[src/rtl/dma_ag_pkg.sv]
package dma_ag_pkg;

   typedef enum logic [1:0] {
      SEL_ADDR  = 2'd0,
      SEL_COUNT = 2'd1,
      SEL_PAGE  = 2'd2,
      SEL_MODE  = 2'd3
   } reg_sel_e;

   // bit2 word channel, bit1 autoinitialize, bit0 decrement
   typedef struct packed {
      logic word;
      logic autoinit;
      logic down;
   } mode_t;

   localparam int BYTE_W = 8;

endpackage

[src/rtl/dma_ag_byteptr.sv]
module dma_ag_byteptr #(
   parameter int NB = 2,
   localparam int PW = (NB > 1) ? $clog2(NB) : 1
) (
   input  logic          clk,
   input  logic          rst_n,
   input  logic          clr,
   input  logic          adv,
   output logic [PW-1:0] ptr,
   output logic          last
);

   initial begin
      if (NB < 1) $error("dma_ag_byteptr: NB must be at least 1");
   end

   assign last = (ptr == PW'(NB - 1));

   always_ff @(posedge clk) begin
      if (!rst_n)   ptr <= '0;
      else if (clr) ptr <= '0;
      else if (adv) ptr <= last ? '0 : ptr + 1'b1;
   end

endmodule

[src/rtl/dma_ag_regpair.sv]
module dma_ag_regpair #(
   parameter int W = 16,
   localparam int NB = W / 8
) (
   input  logic          clk,
   input  logic          rst_n,
   input  logic [NB-1:0] lane_we,
   input  logic [7:0]    wbyte,
   input  logic          restore,
   input  logic          step,
   input  logic          down,
   output logic [W-1:0]  base_q,
   output logic [W-1:0]  cur_q
);

   logic [W-1:0] base_n, cur_n;

   initial begin
      if (W < 8 || (W % 8) != 0) $error("dma_ag_regpair: W must be a multiple of 8");
   end

   always_comb begin
      base_n = base_q;
      cur_n  = cur_q;
      if (restore)   cur_n = base_q;
      else if (step) cur_n = down ? cur_q - W'(1) : cur_q + W'(1);
      for (int i = 0; i < NB; i++) begin
         if (lane_we[i]) begin
            base_n[i*8 +: 8] = wbyte;
            cur_n[i*8 +: 8]  = wbyte;
         end
      end
   end

   always_ff @(posedge clk) begin
      if (!rst_n) begin
         base_q <= '0;
         cur_q  <= '0;
      end else begin
         base_q <= base_n;
         cur_q  <= cur_n;
      end
   end

endmodule

[src/rtl/dma_ag_addrmap.sv]
module dma_ag_addrmap #(
   parameter int REG_W        = 16,
   parameter int PAGE_W       = 8,
   parameter bit WORD_SUPPORT = 1'b1
) (
   input  logic [PAGE_W-1:0]       page,
   input  logic [REG_W-1:0]        addr,
   input  logic                    word,
   output logic [PAGE_W+REG_W-1:0] maddr
);

   initial begin
      if (PAGE_W < 2) $error("dma_ag_addrmap: PAGE_W must be at least 2");
   end

   if (WORD_SUPPORT) begin : g_word
      assign maddr = word ? {page[PAGE_W-1:1], addr, 1'b0} : {page, addr};
   end else begin : g_byte
      logic unused_word;
      assign unused_word = word;
      assign maddr = {page, addr};
   end

endmodule

[src/rtl/dma_addr_gen.sv]
module dma_addr_gen
   import dma_ag_pkg::*;
#(
   parameter int REG_W        = 16,
   parameter int PAGE_W       = 8,
   parameter bit WORD_SUPPORT = 1'b1
) (
   input  logic                    clk,
   input  logic                    rst_n,
   input  logic                    wr_en,
   input  logic [1:0]              wr_sel,
   input  logic [7:0]              wr_data,
   input  logic                    ptr_clr,
   input  logic                    xfer,
   output logic [PAGE_W+REG_W-1:0] mem_addr,
   output logic [REG_W-1:0]        cur_count,
   output logic                    tc,
   output logic                    idle
);

   localparam int NB = REG_W / BYTE_W;
   localparam int PW = (NB > 1) ? $clog2(NB) : 1;

   initial begin
      if (REG_W < BYTE_W || (REG_W % BYTE_W) != 0)
         $error("dma_addr_gen: REG_W must be a multiple of 8");
      if (PAGE_W != BYTE_W)
         $error("dma_addr_gen: PAGE_W must equal one write byte");
   end

   reg_sel_e        sel;
   logic            wr_addr, wr_cnt, wr_page, wr_mode;
   logic [PW-1:0]   ptr;
   logic            ptr_last;
   logic [NB-1:0]   addr_we, cnt_we;
   mode_t           mode_q;
   logic            acc, restore;
   logic [REG_W-1:0]  addr_base, addr_cur, cnt_base, cnt_cur;
   logic [PAGE_W-1:0] page_base, page_cur;

   assign sel     = reg_sel_e'(wr_sel);
   assign wr_addr = wr_en && (sel == SEL_ADDR);
   assign wr_cnt  = wr_en && (sel == SEL_COUNT);
   assign wr_page = wr_en && (sel == SEL_PAGE);
   assign wr_mode = wr_en && (sel == SEL_MODE);

   dma_ag_byteptr #(.NB(NB)) u_ptr (
      .clk  (clk),
      .rst_n(rst_n),
      .clr  (ptr_clr),
      .adv  (wr_addr || wr_cnt),
      .ptr  (ptr),
      .last (ptr_last)
   );

   for (genvar i = 0; i < NB; i++) begin : g_lane
      assign addr_we[i] = wr_addr && (ptr == PW'(i));
      assign cnt_we[i]  = wr_cnt  && (ptr == PW'(i));
   end

   always_ff @(posedge clk) begin
      if (!rst_n)       mode_q <= '0;
      else if (wr_mode) mode_q <= mode_t'(wr_data[2:0]);
   end

   // transfer accepted only on a running channel with no write pending
   assign acc     = xfer && !idle && !wr_en;
   assign tc      = acc && (cnt_cur == '0);
   assign restore = tc && mode_q.autoinit;

   always_ff @(posedge clk) begin
      if (!rst_n)                        idle <= 1'b1;
      else if (wr_cnt && ptr_last)       idle <= 1'b0;
      else if (tc && !mode_q.autoinit)   idle <= 1'b1;
   end

   dma_ag_regpair #(.W(REG_W)) u_addr (
      .clk    (clk),
      .rst_n  (rst_n),
      .lane_we(addr_we),
      .wbyte  (wr_data),
      .restore(restore),
      .step   (acc),
      .down   (mode_q.down),
      .base_q (addr_base),
      .cur_q  (addr_cur)
   );

   dma_ag_regpair #(.W(REG_W)) u_cnt (
      .clk    (clk),
      .rst_n  (rst_n),
      .lane_we(cnt_we),
      .wbyte  (wr_data),
      .restore(restore),
      .step   (acc),
      .down   (1'b1),
      .base_q (cnt_base),
      .cur_q  (cnt_cur)
   );

   dma_ag_regpair #(.W(PAGE_W)) u_page (
      .clk    (clk),
      .rst_n  (rst_n),
      .lane_we(wr_page),
      .wbyte  (wr_data),
      .restore(restore),
      .step   (1'b0),
      .down   (1'b0),
      .base_q (page_base),
      .cur_q  (page_cur)
   );

   dma_ag_addrmap #(
      .REG_W       (REG_W),
      .PAGE_W      (PAGE_W),
      .WORD_SUPPORT(WORD_SUPPORT)
   ) u_map (
      .page (page_cur),
      .addr (addr_cur),
      .word (mode_q.word),
      .maddr(mem_addr)
   );

   assign cur_count = cnt_cur;

   // one step per accepted transfer, in the programmed direction
   p_addr_step_r6: assert property (@(posedge clk) disable iff (!rst_n)
      (acc && !restore) |=> (addr_cur == ($past(mode_q.down) ? $past(addr_cur) - REG_W'(1)
                                                              : $past(addr_cur) + REG_W'(1))));

   // stepping never reaches the page
   p_page_hold_r7: assert property (@(posedge clk) disable iff (!rst_n)
      (acc && !restore) |=> $stable(page_cur));

   // count drops by one per accepted transfer
   p_cnt_step_r8: assert property (@(posedge clk) disable iff (!rst_n)
      (acc && !restore) |=> (cnt_cur == $past(cnt_cur) - REG_W'(1)));

   // autoinitialize brings back all three base copies
   p_restore_r9: assert property (@(posedge clk) disable iff (!rst_n)
      restore |=> (addr_cur == $past(addr_base) && cnt_cur == $past(cnt_base)
                   && page_cur == $past(page_base) && !idle));

   // terminal count without autoinitialize stops the channel
   p_tc_idle_r10: assert property (@(posedge clk) disable iff (!rst_n)
      (tc && !mode_q.autoinit) |=> idle);

   // an idle channel holds its state until rewritten
   p_idle_hold_r10: assert property (@(posedge clk) disable iff (!rst_n)
      (idle && !wr_en) |=> ($stable(addr_cur) && $stable(cnt_cur) && idle));

   // a mode or page write drops a coincident strobe
   p_wr_drop_r11: assert property (@(posedge clk) disable iff (!rst_n)
      (wr_page || wr_mode) |=> ($stable(addr_cur) && $stable(cnt_cur)));

endmodule

[config.mk]
export PLATFORM = sky130hd
export DESIGN_NAME = dma_addr_gen
export DESIGN_NICKNAME = d
export VERILOG_FILES = /design/src/rtl/dma_ag_pkg.sv /design/src/rtl/dma_ag_byteptr.sv /design/src/rtl/dma_ag_regpair.sv /design/src/rtl/dma_ag_addrmap.sv /design/src/rtl/dma_addr_gen.sv
export SDC_FILE = /design/constraint.sdc
export NUM_CORES = 1
export LEC_CHECK = 0
export ABC_CLOCK_PERIOD_IN_PS = 5500
export BUFFER_PORTS_ARGS = -buffer_cell sky130_fd_sc_hd__buf_2
export CAP_MARGIN = 20
export CORE_MARGIN = 2
export CORE_UTILIZATION = 55
export CTS_BUF_LIST = sky130_fd_sc_hd__clkbuf_8
export DETAILED_ROUTE_END_ITERATION = 8
export GPL_TIMING_DRIVEN = 1
export HOLD_SLACK_MARGIN = 0.03
export PLACE_DENSITY = 0.78
export SETUP_SLACK_MARGIN = 0.02
export SLEW_MARGIN = 20
export SYNTH_ARGS = -nofsm -noshare
export SYNTH_HDL_FRONTEND = slang
export SYNTH_SLANG_ARGS = --single-unit
[constraint.sdc]
create_clock -name clk -period 5.5 [get_ports clk]
set_clock_uncertainty 0.1 [all_clocks]
set_input_delay 1.375 -clock clk [delete_from_list [all_inputs] [get_ports clk]]
set_output_delay 1.375 -clock clk [all_outputs]
set_load 0.02 [all_outputs]
Word-level counts from Yosys, hierarchy flattened
Index checks and enable logic that the tools add are counted.
{ "totals": {"latch_bits": 0, "register_bits": 85, "inputBits": 15, "n_memories": 0, "ramBits": 0, "mem_bits_ro": 0} }
{ "classes": {"addsub": 4, "muxes": 15, "div_mod_pow": 0, "multipliers": 0, "order_cmp": 0, "eq_ne": 3, "reduce_logical": 26, "shift": 0, "bitwise_logic": 2} }
{ "ops": {"columns": ["op", "n"], "rows": [
  ["16-bit 2-to-1 mux", 5],
  ["8-bit 2-to-1 mux", 6],
  ["16-bit by 1-bit subtractor with 16-bit output, second input constant", 2],
  ["17-bit 2-to-1 mux", 1],
  ["16-bit by 1-bit adder with 16-bit output, second input constant", 1],
  ["16-bit logical NOT", 1],
  ["1-bit logical AND", 13],
  ["3-bit nonzero test", 4],
  ["2-bit == test, second input constant", 2],
  ["2-bit nonzero test", 2],
  ["1-bit logical NOT", 3],
  ["1-bit 2-to-1 mux", 3],
  ["2-bit by 1-bit == test with 1-bit output, second input constant", 1],
  ["2-bit logical NOT", 1],
  ["1-bit NOT", 2],
  ["2-bit OR reduction", 1],
  ["1-bit adder, second input constant", 1],
  ["1-bit logical OR", 1]
]} }

Longest topological paths before layout
Gate-level depths: netlist of the first run.
{ "depth": {"word_depth": 7, "mapped_depth": 10, "depth_no_buf": 8} }

Hierarchy
From an unflattened synthesis of the first run, not the netlist that was laid out.
{ "hier_totals": {"hier_cells": 742, "hier_area_um2": 6128.4} }
{ "modules_own_cells": {"columns": ["mod", "instances", "cells_each", "area_each_um2", "seq_area_each_um2"], "rows": [
  ["dma_ag_regpair at u_addr", 1, 283, 2245.9, 640.6],
  ["dma_ag_regpair at u_cnt", 1, 269, 2127.0, 640.6],
  ["dma_ag_regpair at u_page", 1, 124, 1081.0, 320.3],
  ["dma_addr_gen", 1, 36, 319.1, 80.1],
  ["dma_ag_addrmap", 1, 26, 306.5, 0.0],
  ["dma_ag_byteptr", 1, 4, 48.8, 20.0]
]} }

Worst setup path before layout of the first run
Ideal clock, no wire load.
{ "synth_timing": {"path_kind": "input -> output", "from": "in wr_en", "to": "out tc", "path_slack_ns": 1.763, "required_time_ns": 4.025, "stages": 3, "arrival_time_ns": 2.262, "cell_sequence": "nor3b_1 -> clkbuf_1 -> and3_1"} }
{ "synth_via": {"elab_chain_cells": 3} }
{ "synth_lines": {"columns": ["element", "line", "source"], "rows": [
  ["start: declaration", "dma_addr_gen.sv:10", "input logic wr_en,"],
  ["1-bit logical NOT", "dma_addr_gen.sv:67", "assign acc = xfer && !idle && !wr_en;"],
  ["1-bit logical AND", "dma_addr_gen.sv:67", null],
  ["1-bit logical AND", "dma_addr_gen.sv:68", "assign tc = acc && (cnt_cur == '0);"],
  ["end: declaration", "dma_addr_gen.sv:17", "output logic tc,"]
]} }
Every way passes these cells.

Worst setup path in the final report of the first run
Ends and elaborated chain as after synthesis.

==> metrics.txt, run 1 <==
# IOs=57; Post-Syn Area per Cell=7.766 um^2; initial antenna violation count=0; CTS max path bufs=2; worst setup margin=1736 ps; CP Launch Type=primary input; relative slew slack=36.71%; sequential area share after synthesis=35.11%; WHS Endpoint=u_page.base_q[6]; run status=completed; FF-to-FF End=u_addr.cur_q[14]; distinct cell type count after synthesis=61; register bit total from synthesis=85; Worst EP arrival=2290 ps; most frequent cells in the layout=139 x nand2_1, 85 x dfxtp_1, 77 x a21oi_1, 56 x buf_2, 30 x nor2_1; PD cells=249.8 nW/um^2; via count=4,667; total die area=9578 um^2; via/cell ratio=6.181; Max Slew Vio Count=0; CTS Sinks=85; # setup viols final=0; GRT met3 Usage=4.152%; Final Hold Viols=0; Tightest Pin Transition=942.0 ps; GRT overflow=0; synthesized area=4846 um^2; Wirelength per Cell=16.89 um; Post-Synthesis Cells=624; Place WS=1754 ps; worst hold slack=359.2 ps; CTS tree=yes; Max Fclk=265.7 MHz; hold path cells=2; cts repair resizes=0; EDFF count, synth=0; Post-DP HPWL=8773 um; hold_buf cts=0; Hold Crit Class=flip-flop to flip-flop; FF-to-FF setup slack=2650 ps; Syn. warnings=0; Detailed Routing Iterations Pass 1=5; Starting DRT DRC Count=172; Area Growth Syn to Fin=8.882%; Design Area, Final=5276 um^2; num rows=34; clock root cell=clkbuf_8; GR met2 Demand/Resource=44.15%; vias in the first global route=4,218; Crit path required time=4030 ps; ys flop type=dfxtp_1; maximum vdd ir drop=0.1269 mV; Num CTS Buffers=9; CP max stage delay=370 ps; kind of critical path=primary input to output pin; Die H=97.87 um; post-CTS setup buffers=0; Die Wd=97.87 um; most common cell after layout, fill and taps aside=nand2_1; grt met1 use=33.57%; Max H-tree Level=3; Initial Util=56.11%; Hold Path Origin=u_page.base_q[6]; total core area=8636 um^2; final wirelength=12,760 um; setup TNS=0 ps; first-pass GRT wire length=20,670 um; Clock Latency Late Sink=350 ps; drt drc=0; diode count=0; Critical R2R Launch=mode_q[0]; async set or reset register ratio after synthesis=0%; most used cell, CP=buf_2; Design Power=1.318 mW; post-route ant nets=0; Global Route Usage Sum=26.17%; DP Area=5045 um^2; Critical Path Sink Type=output pin; clock-pin slew on the worst setup and hold paths=80 ps; Final #Nets=674; leakage power total=2.095 nW; largest net degree at the start of global routing=40; Final min period=3764 ps; share of layout cells above drive strength 1=16.54%; CP max-delay cell=nor3b_2; crit share post-route=68.44%; Port-buffer cells=56; Worst R2R Path Depth=7; Post-Syn Nets=656; cell chain of the critical path=buf_2 -> nor3b_2 -> and3_1 -> buf_2; Most Used Layer, Global Route=met2; CP Max Fanout=6; unrepaired setup endpoints after global routing=false; gpl congestion=0.8864; # fillers=794; maxcap violations=0
==> Yosys cell counts, types with 5 or more instances <==
cell	n	area share [%]
o22ai_1	10	1.3
a21o_1	8	1.2
inv_1	8	0.62
xor2_1	11	2.0
a22o_1	6	1.1
a31oi_1	9	1.2
buf_4	7	1.1
a311oi_1	11	2.0
clkbuf_1	36	2.8
o221ai_1	6	1.1
o211ai_1	7	1.1
mux2_2	17	4.0
nand2_1	139	11
nand4_1	5	0.65
nor2_1	30	2.3
nor3_1	7	0.72
ha_1	16	4.1
o21ai_0	26	2.7
xnor2_1	5	0.90
nor4_1	6	0.77
and3_1	6	0.77
dfxtp_1	85	35
a211oi_1	5	0.77
a21oi_1	77	8.0
nand3_1	10	1.0
==> where the power goes <==
part,total [mW],switching (mW),internal (mW)
sequential,0.652,0.0197,0.633
clock,0.507,0.235,0.272
combinational,0.159,0.102,0.0569
total,1.32,0.356,0.962
==> through the flow <==
step	utilization [%]	instances
floorplan	-	624
global placement	58.42	739
detailed placement	58.42	739
CTS	61.10	755
global route	61.10	755
finish	61.10	755
==> sequential cells by signal, summed over array words and instances, names as in the netlist <==
register	flops
u_addr.base_q	16
u_addr.cur_q	16
u_cnt.base_q	16
u_cnt.cur_q	16
u_page.base_q	8
u_page.cur_q	8
mode_q	3
idle	1
u_ptr.last	1
==> layout make-up <==
| cell class | count | area, um^2 | share of cell area (%) |
|---|---|---|---|
| repair buffers | 62 | 325.3 | 6.166 |
| flip-flops and latches | 85 | 1702 | 32.25 |
| clock inverters | 6 | 93.84 | 1.779 |
| inverters | 8 | 30.03 | 0.5691 |
| well taps | 108 | 135.1 | 2.561 |
| clock buffers | 10 | 137.6 | 2.608 |
| multi-input cells | 476 | 2853 | 54.07 |
==> worst max-delay path, delay by kind of cell <==
family	cells	cell delay, ps
and+or+nand+nor	2	610
buffers and inverters	2	300
==> logic make-up (layout without fill, tap and decap cells) <==
kind of cell | Yosys count | after routing | synth area share, %
simple gates | 230 | 230 | 21.28
mux | 20 | 20 | 4.570
fa+ha+maj | 17 | 17 | 4.544
compound gates | 193 | 193 | 25.48
buf+inv | 63 | 86 | 6.119
xor+xnor | 16 | 16 | 2.892
flops | 85 | 85 | 35.11
==> worst max path at each step <==
stage	start	slack, ps	endpoint	cells after the start
detailed placement	wr_en	1750	tc	4
global placement	wr_en	1750	tc	4
finish	wr_en	1740	tc	4
floorplan	wr_en	1760	tc	3
CTS	wr_en	1760	tc	4
global route	wr_en	1640	tc	4
==> metal layers <==
layer / wire, um / vias up / part of all wire (%)
met3: 738 / 24 / 5.8
met5: 0 / - / 0
met2: 6003 / 172 / 47
met1: 5699 / 2194 / 45
met4: 313 / 0 / 2.5
li1: - / 2277 / -
(Power assumes the default switching activity.)
==> run 2, diff against run 1 <==
- ABC_CLOCK_PERIOD_IN_PS: 5500 -> 3300
- PLACE_DENSITY: 0.78 -> 0.81
- clock period: 5.5 -> 3.3 ns (I/O delays scaled with it)
==> run 2 against run 1 <==
Net effect:
- critical endpoint unchanged
- die area stayed put
- worst hold slack better by 2.6 ps
- non-clock buffer count is 10 higher
==> metrics.txt, run 2 (same netlist as run 1, synthesis figures left out) <==
Final #Nets=684 (was 674); net switching component of the power=600.6 uW (was 356.2 uW); Num CTS Buffers=9 (unchanged); CP top delay family=simple AND/OR/NAND/NOR gates (unchanged); kind of critical path=flip-flop to output pin (was primary input to output pin); grt met1 use=35.34% (was 33.57%); maxcap violations=0 (unchanged); via/cell ratio=6.345 (was 6.181); Port-buffer cells=56 (unchanged); clock root cell=clkbuf_8 (unchanged); share of layout cells above drive strength 1=17.81% (was 16.54%); GRT met3 Usage=4.581% (was 4.152%); drt drc=0 (unchanged); # IOs=57 (unchanged); initial antenna violation count=0 (unchanged); # setup viols final=0 (unchanged); Final Hold Viols=0 (unchanged); CP max-delay cell=nor4_2 (was nor3b_2); Tightest Pin Transition=693.8 ps (was 942.0 ps); Initial Util=56.11% (unchanged); largest net degree at the start of global routing=53 (was 40); FF-to-FF setup slack=550 ps (was 2650 ps); Design Power=2.355 mW (was 1.318 mW); vias in the first global route=4,520 (was 4,218); Post-DP HPWL=9030 um (was 8773 um); Switching Fraction=25.51% (was 27.03%); relative slew slack=53.68% (was 36.71%); CTS max path bufs=2 (unchanged); GRT overflow=0 (unchanged); Clk pwr share=42.0% (was 38.5%); via count=4,854 (was 4,667); Internal=1.754 mW (was 961.8 uW); Final min period=2943 ps; cts repair resizes=0 (unchanged); CP Launch Type=flip-flop (was primary input); cell chain of the critical path=nor4_2 -> and3_4 -> and3_1 -> buf_2 (was buf_2 -> nor3b_2 -> and3_1 -> buf_2); Crit path required time=2370 ps (was 4030 ps); final wirelength=13,500 um (was 12,760 um); CTS tree=yes (unchanged); Most Used Layer, Global Route=met2 (unchanged); total core area=8636 um^2 (unchanged); run status=completed (unchanged); maximum vdd ir drop=0.2710 mV (was 0.1269 mV); Die H=97.87 um (unchanged); CP max stage delay=610 ps (was 370 ps); total die area=9578 um^2 (unchanged); Max Slew Vio Count=0 (unchanged); Global Route Usage Sum=27.69% (was 26.17%); CTS Sinks=85 (unchanged); num rows=34 (unchanged); Worst EP arrival=2020 ps (was 2290 ps); Detailed Routing Iterations Pass 1=5 (unchanged); combinational power share=12.0% (about the same); Starting DRT DRC Count=351 (was 172); gpl congestion=0.8992 (was 0.8864); Area Growth Syn to Fin=11.52% (was 8.882%); Max H-tree Level=3 (unchanged); GR met2 Demand/Resource=45.94% (was 44.15%); post-route ant nets=0 (unchanged); most common cell after layout, fill and taps aside=nand2_1 (unchanged); clock-pin slew on the worst setup and hold paths=90 ps (was 80 ps); setup TNS=0 ps (unchanged); most frequent cells in the layout=139 x nand2_1, 85 x dfxtp_1, 77 x a21oi_1, 56 x buf_2, 30 x nor2_1 (unchanged); Hold Crit Class=flip-flop to flip-flop (unchanged); Wirelength per Cell=17.64 um (was 16.89 um); # fillers=775 (was 794); unrepaired setup endpoints after global routing=false (unchanged); Design Area, Final=5404 um^2 (was 5276 um^2); PD cells=435.8 nW/um^2 (was 249.8 nW/um^2); leakage power total=2.170 nW (was 2.095 nW); diode count=0 (unchanged); Clock Latency Late Sink=360 ps (was 350 ps); DP Area=5132 um^2 (was 5045 um^2); Critical Path Sink Type=output pin (unchanged); CP Max Fanout=8 (was 6); first-pass GRT wire length=21,890 um (was 20,670 um); Critical path buffers and inverters=1 (was 2); Sequential Power Share=46.0% (was 49.5%); post-CTS setup buffers=0 (unchanged); Die Wd=97.87 um (unchanged); hold_buf cts=0 (unchanged); Max Fclk=339.8 MHz; crit share post-route=89.19%
## run 2: worst reg2reg max path, cell delays in order (launching register included)
cell and delay [ps]:
dfxtp_1 770, fa_1 360, a21oi_1 100, o211a_1 270, nor4_1 440, nor4b_1 110
a311oi_1 310, o221ai_1 170
## run 2: final timing paths
path / startpoint / end / cells after the start
hold reg to reg: u_cnt.base_q[5] / u_cnt.base_q[5] / 2
setup / recovery: u_cnt.cur_q[4] / tc / 4
hold / removal: u_cnt.base_q[5] / u_cnt.base_q[5] / 2
setup reg to reg: mode_q[0] / u_addr.cur_q[14] / 7
## run 2: final cells by class
class                           instances  area, um^2  share of cell area [%]
Clock buffer                           10       137.6                   2.547
Clock inverter                          6       133.9                   2.477
Inverter                                8       30.03                  0.5557
Multi-Input combinational cell        476        2853                   52.79
Sequential cell                        85        1702                   31.49
Tap cell                              108       135.1                   2.501
Timing Repair Buffer                   72       412.9                   7.641
## run 2: metrics by stage
stage               setup WS, ps  hold slack, ps  std cells  util (%)
detailed placement         623.1           347.8        749     59.43
floorplan                  663.0           331.7        624         -
global placement           735.3           339.6        749     59.43
finish                     356.8           361.8        765     62.58
global route               162.7           381.5        765     62.58
CTS                        366.3           362.0        765     62.58
## run 2: power by group through the flow
stage	sequential [mW]	combinational (mW)	clock (mW)
6_report	1.08	0.283	0.989
5_1_grt	1.09	0.309	1.03
4_1_cts	1.08	0.278	0.988
3_5_place_dp	1.11	0.275	0
3_3_place_gp	1.10	0.269	0
2_1_floorplan	1.11	0.196	0
## run 2: routing by layer
metal,share of wire [%],vias to the layer above
met5,0,-
met4,3.3,0
met3,7.3,43
met2,48,244
met1,42,2273
li1,-,2294
==> run 3, diff against run 2 <==
- CORE_UTILIZATION: 55 -> 53
- CTS_BUF_LIST: sky130_fd_sc_hd__clkbuf_8 -> unset
- PLACE_DENSITY: 0.81 -> 0.78
==> run 3 against run 2 <==
Net effect:
- sequential share of layout area is 0.62 points higher
- design area down 1.9%
- flip-flop and latch count unchanged
- register-to-register slack better by 190 ps
- via count is 3.4% lower
- sequential power barely moved
- combinational power down 1%
- worst hold slack lost 3.4 ps
- critical path depth unchanged
- die area is 3.6% higher
- first-iteration DRC count up 56%
- critical path type unchanged
- largest cell class unchanged
- highest routed layer unchanged
==> metrics.txt, run 3 (same netlist as run 1, synthesis figures left out) <==
run status=completed (unchanged); Post-DP HPWL=9085 um (was 9030 um); area taken by multi-input logic gates=2853 um^2 (unchanged); post-route ant nets=0 (unchanged); Hold Crit Class=flip-flop to flip-flop (unchanged); via count=4,687 (was 4,854); post-CTS setup buffers=0 (unchanged); setup TNS=0 ps (unchanged); drt drc=0 (unchanged); hold path cells=2 (unchanged); Placed Cells=749 (unchanged); vias in the first global route=4,280 (was 4,520); final cell count without fillers=765 (unchanged); Global Route Usage Sum=27.09% (was 27.69%); CTS max path bufs=2 (unchanged); # setup viols final=0 (unchanged); maximum vdd ir drop=0.1907 mV (was 0.2710 mV); Design Power=2.055 mW (was 2.355 mW); via/cell ratio=6.127 (was 6.345); Hold Path Origin=u_page.base_q[0] (was u_cnt.base_q[5]); Final min period=2879 ps (was 2943 ps); WHS Endpoint=u_page.base_q[0] (was u_cnt.base_q[5]); most common cell after layout, fill and taps aside=nand2_1 (unchanged); Die H=99.62 um (was 97.87 um); final wirelength=13,190 um (was 13,500 um); crit share post-route=87.25% (was 89.19%); total die area=9924 um^2 (was 9578 um^2); Max Slew Vio Count=0 (unchanged); CP Launch Type=flip-flop (unchanged); Critical R2R Launch=mode_q[0] (unchanged); Final Hold Viols=0 (unchanged); most frequent cells in the layout=139 x nand2_1, 85 x dfxtp_1, 77 x a21oi_1, 56 x buf_2, 30 x nor2_1 (unchanged); Starting DRT DRC Count=548 (was 351); total core area=8806 um^2 (was 8636 um^2); unrepaired setup endpoints after global routing=false (unchanged); gpl congestion=0.8613 (was 0.8992); Final #Nets=684 (unchanged); largest net degree at the start of global routing=74 (was 53); hold_buf cts=0 (unchanged); Tightest Pin Transition=877.3 ps (was 693.8 ps); kind of critical path=flip-flop to output pin (unchanged); cts repair resizes=0 (unchanged); first-pass GRT wire length=21,650 um (was 21,890 um); maxcap violations=0 (unchanged); # IOs=57 (unchanged); clock root cell=clkbuf_8 (unchanged); leakage power total=2.120 nW (was 2.170 nW); # fillers=818 (was 775); Port-buffer cells=56 (unchanged); Critical Path Sink Type=output pin (unchanged); CTS tree=yes (unchanged); clock-pin slew on the worst setup and hold paths=90 ps (about the same); Clock Latency Late Sink=370 ps (was 360 ps); Max H-tree Level=3 (unchanged); CP Max Fanout=8 (unchanged); initial antenna violation count=0 (unchanged); Sequential Area=1702 um^2 (unchanged); num rows=34 (unchanged); Crit path required time=2370 ps (about the same); Die Wd=99.62 um (was 97.87 um); Initial Util=55.03% (was 56.11%); PD cells=387.8 nW/um^2 (was 435.8 nW/um^2); CTS Sinks=85 (unchanged); Worst EP arrival=1950 ps (was 2020 ps); Worst R2R Path Depth=8 (was 7); relative slew slack=41.43% (was 53.68%); share of layout cells above drive strength 1=17.81% (unchanged); FF-to-FF End=u_addr.cur_q[14] (unchanged); FF-to-FF setup slack=740 ps (was 550 ps); Max Fclk=347.3 MHz (was 339.8 MHz); GRT overflow=0 (unchanged); Detailed Routing Iterations Pass 1=6 (was 5); Wirelength per Cell=17.25 um (was 17.64 um); Num CTS Buffers=9 (unchanged); Area Growth Syn to Fin=9.373% (was 11.52%); diode count=0 (unchanged)
run 3: worst max-delay path: stages (launching register included):
cell and delay (ps):
dfxtp_1 400, nor4_2 540, and3_4 310, and3_1 180, buf_2 170
run 3: power breakdown:
part | switching (mW) | internal, mW | leakage, nW
Sequential | 0.0312 | 1.05 | 0.689
Combinational | 0.178 | 0.101 | 1.34
Clock | 0.408 | 0.282 | 0.0906
Total | 0.618 | 1.44 | 2.12
run 3: metal layers:
layer	global-route usage, %	vias to the layer above	wire, um
li1	-	2296	-
met1	37.60	2164	5906
met2	43.19	196	5983
met3	3.092	31	914
met4	10.64	0	389
met5	0	-	0
run 3: stage by stage:
step	setup slack (ps)	hold WS (ps)	util (%)	cell area [um^2]
final	420.7	358.5	60.19	5300
after global routing	249.5	381.3	60.19	5300
after CTS	465.4	361.1	60.19	5300
after detailed placement	727.3	348.7	58.14	5120
after global placement	766.0	340.0	58.14	5120
after floorplan	663.0	331.7	-	4846
run 3: worst max path at each step:
stage,from,end,cells after the start
2_1_floorplan,wr_en,tc,3
3_3_place_gp,wr_en,tc,4
3_5_place_dp,wr_en,u_addr.cur_q[7],7
4_1_cts,u_cnt.cur_q[4],tc,4
5_1_grt,u_cnt.cur_q[0],tc,6
6_report,u_cnt.cur_q[4],tc,4
run 3: layout make-up:
cell class | count | area share, %
Clock inverter | 7 | 1.062
Inverter | 8 | 0.5666
Clock buffer | 9 | 2.337
Sequential cell | 85 | 32.11
Tap cell | 108 | 2.550
Timing Repair Buffer | 72 | 7.554
Multi-Input combinational cell | 476 | 53.82
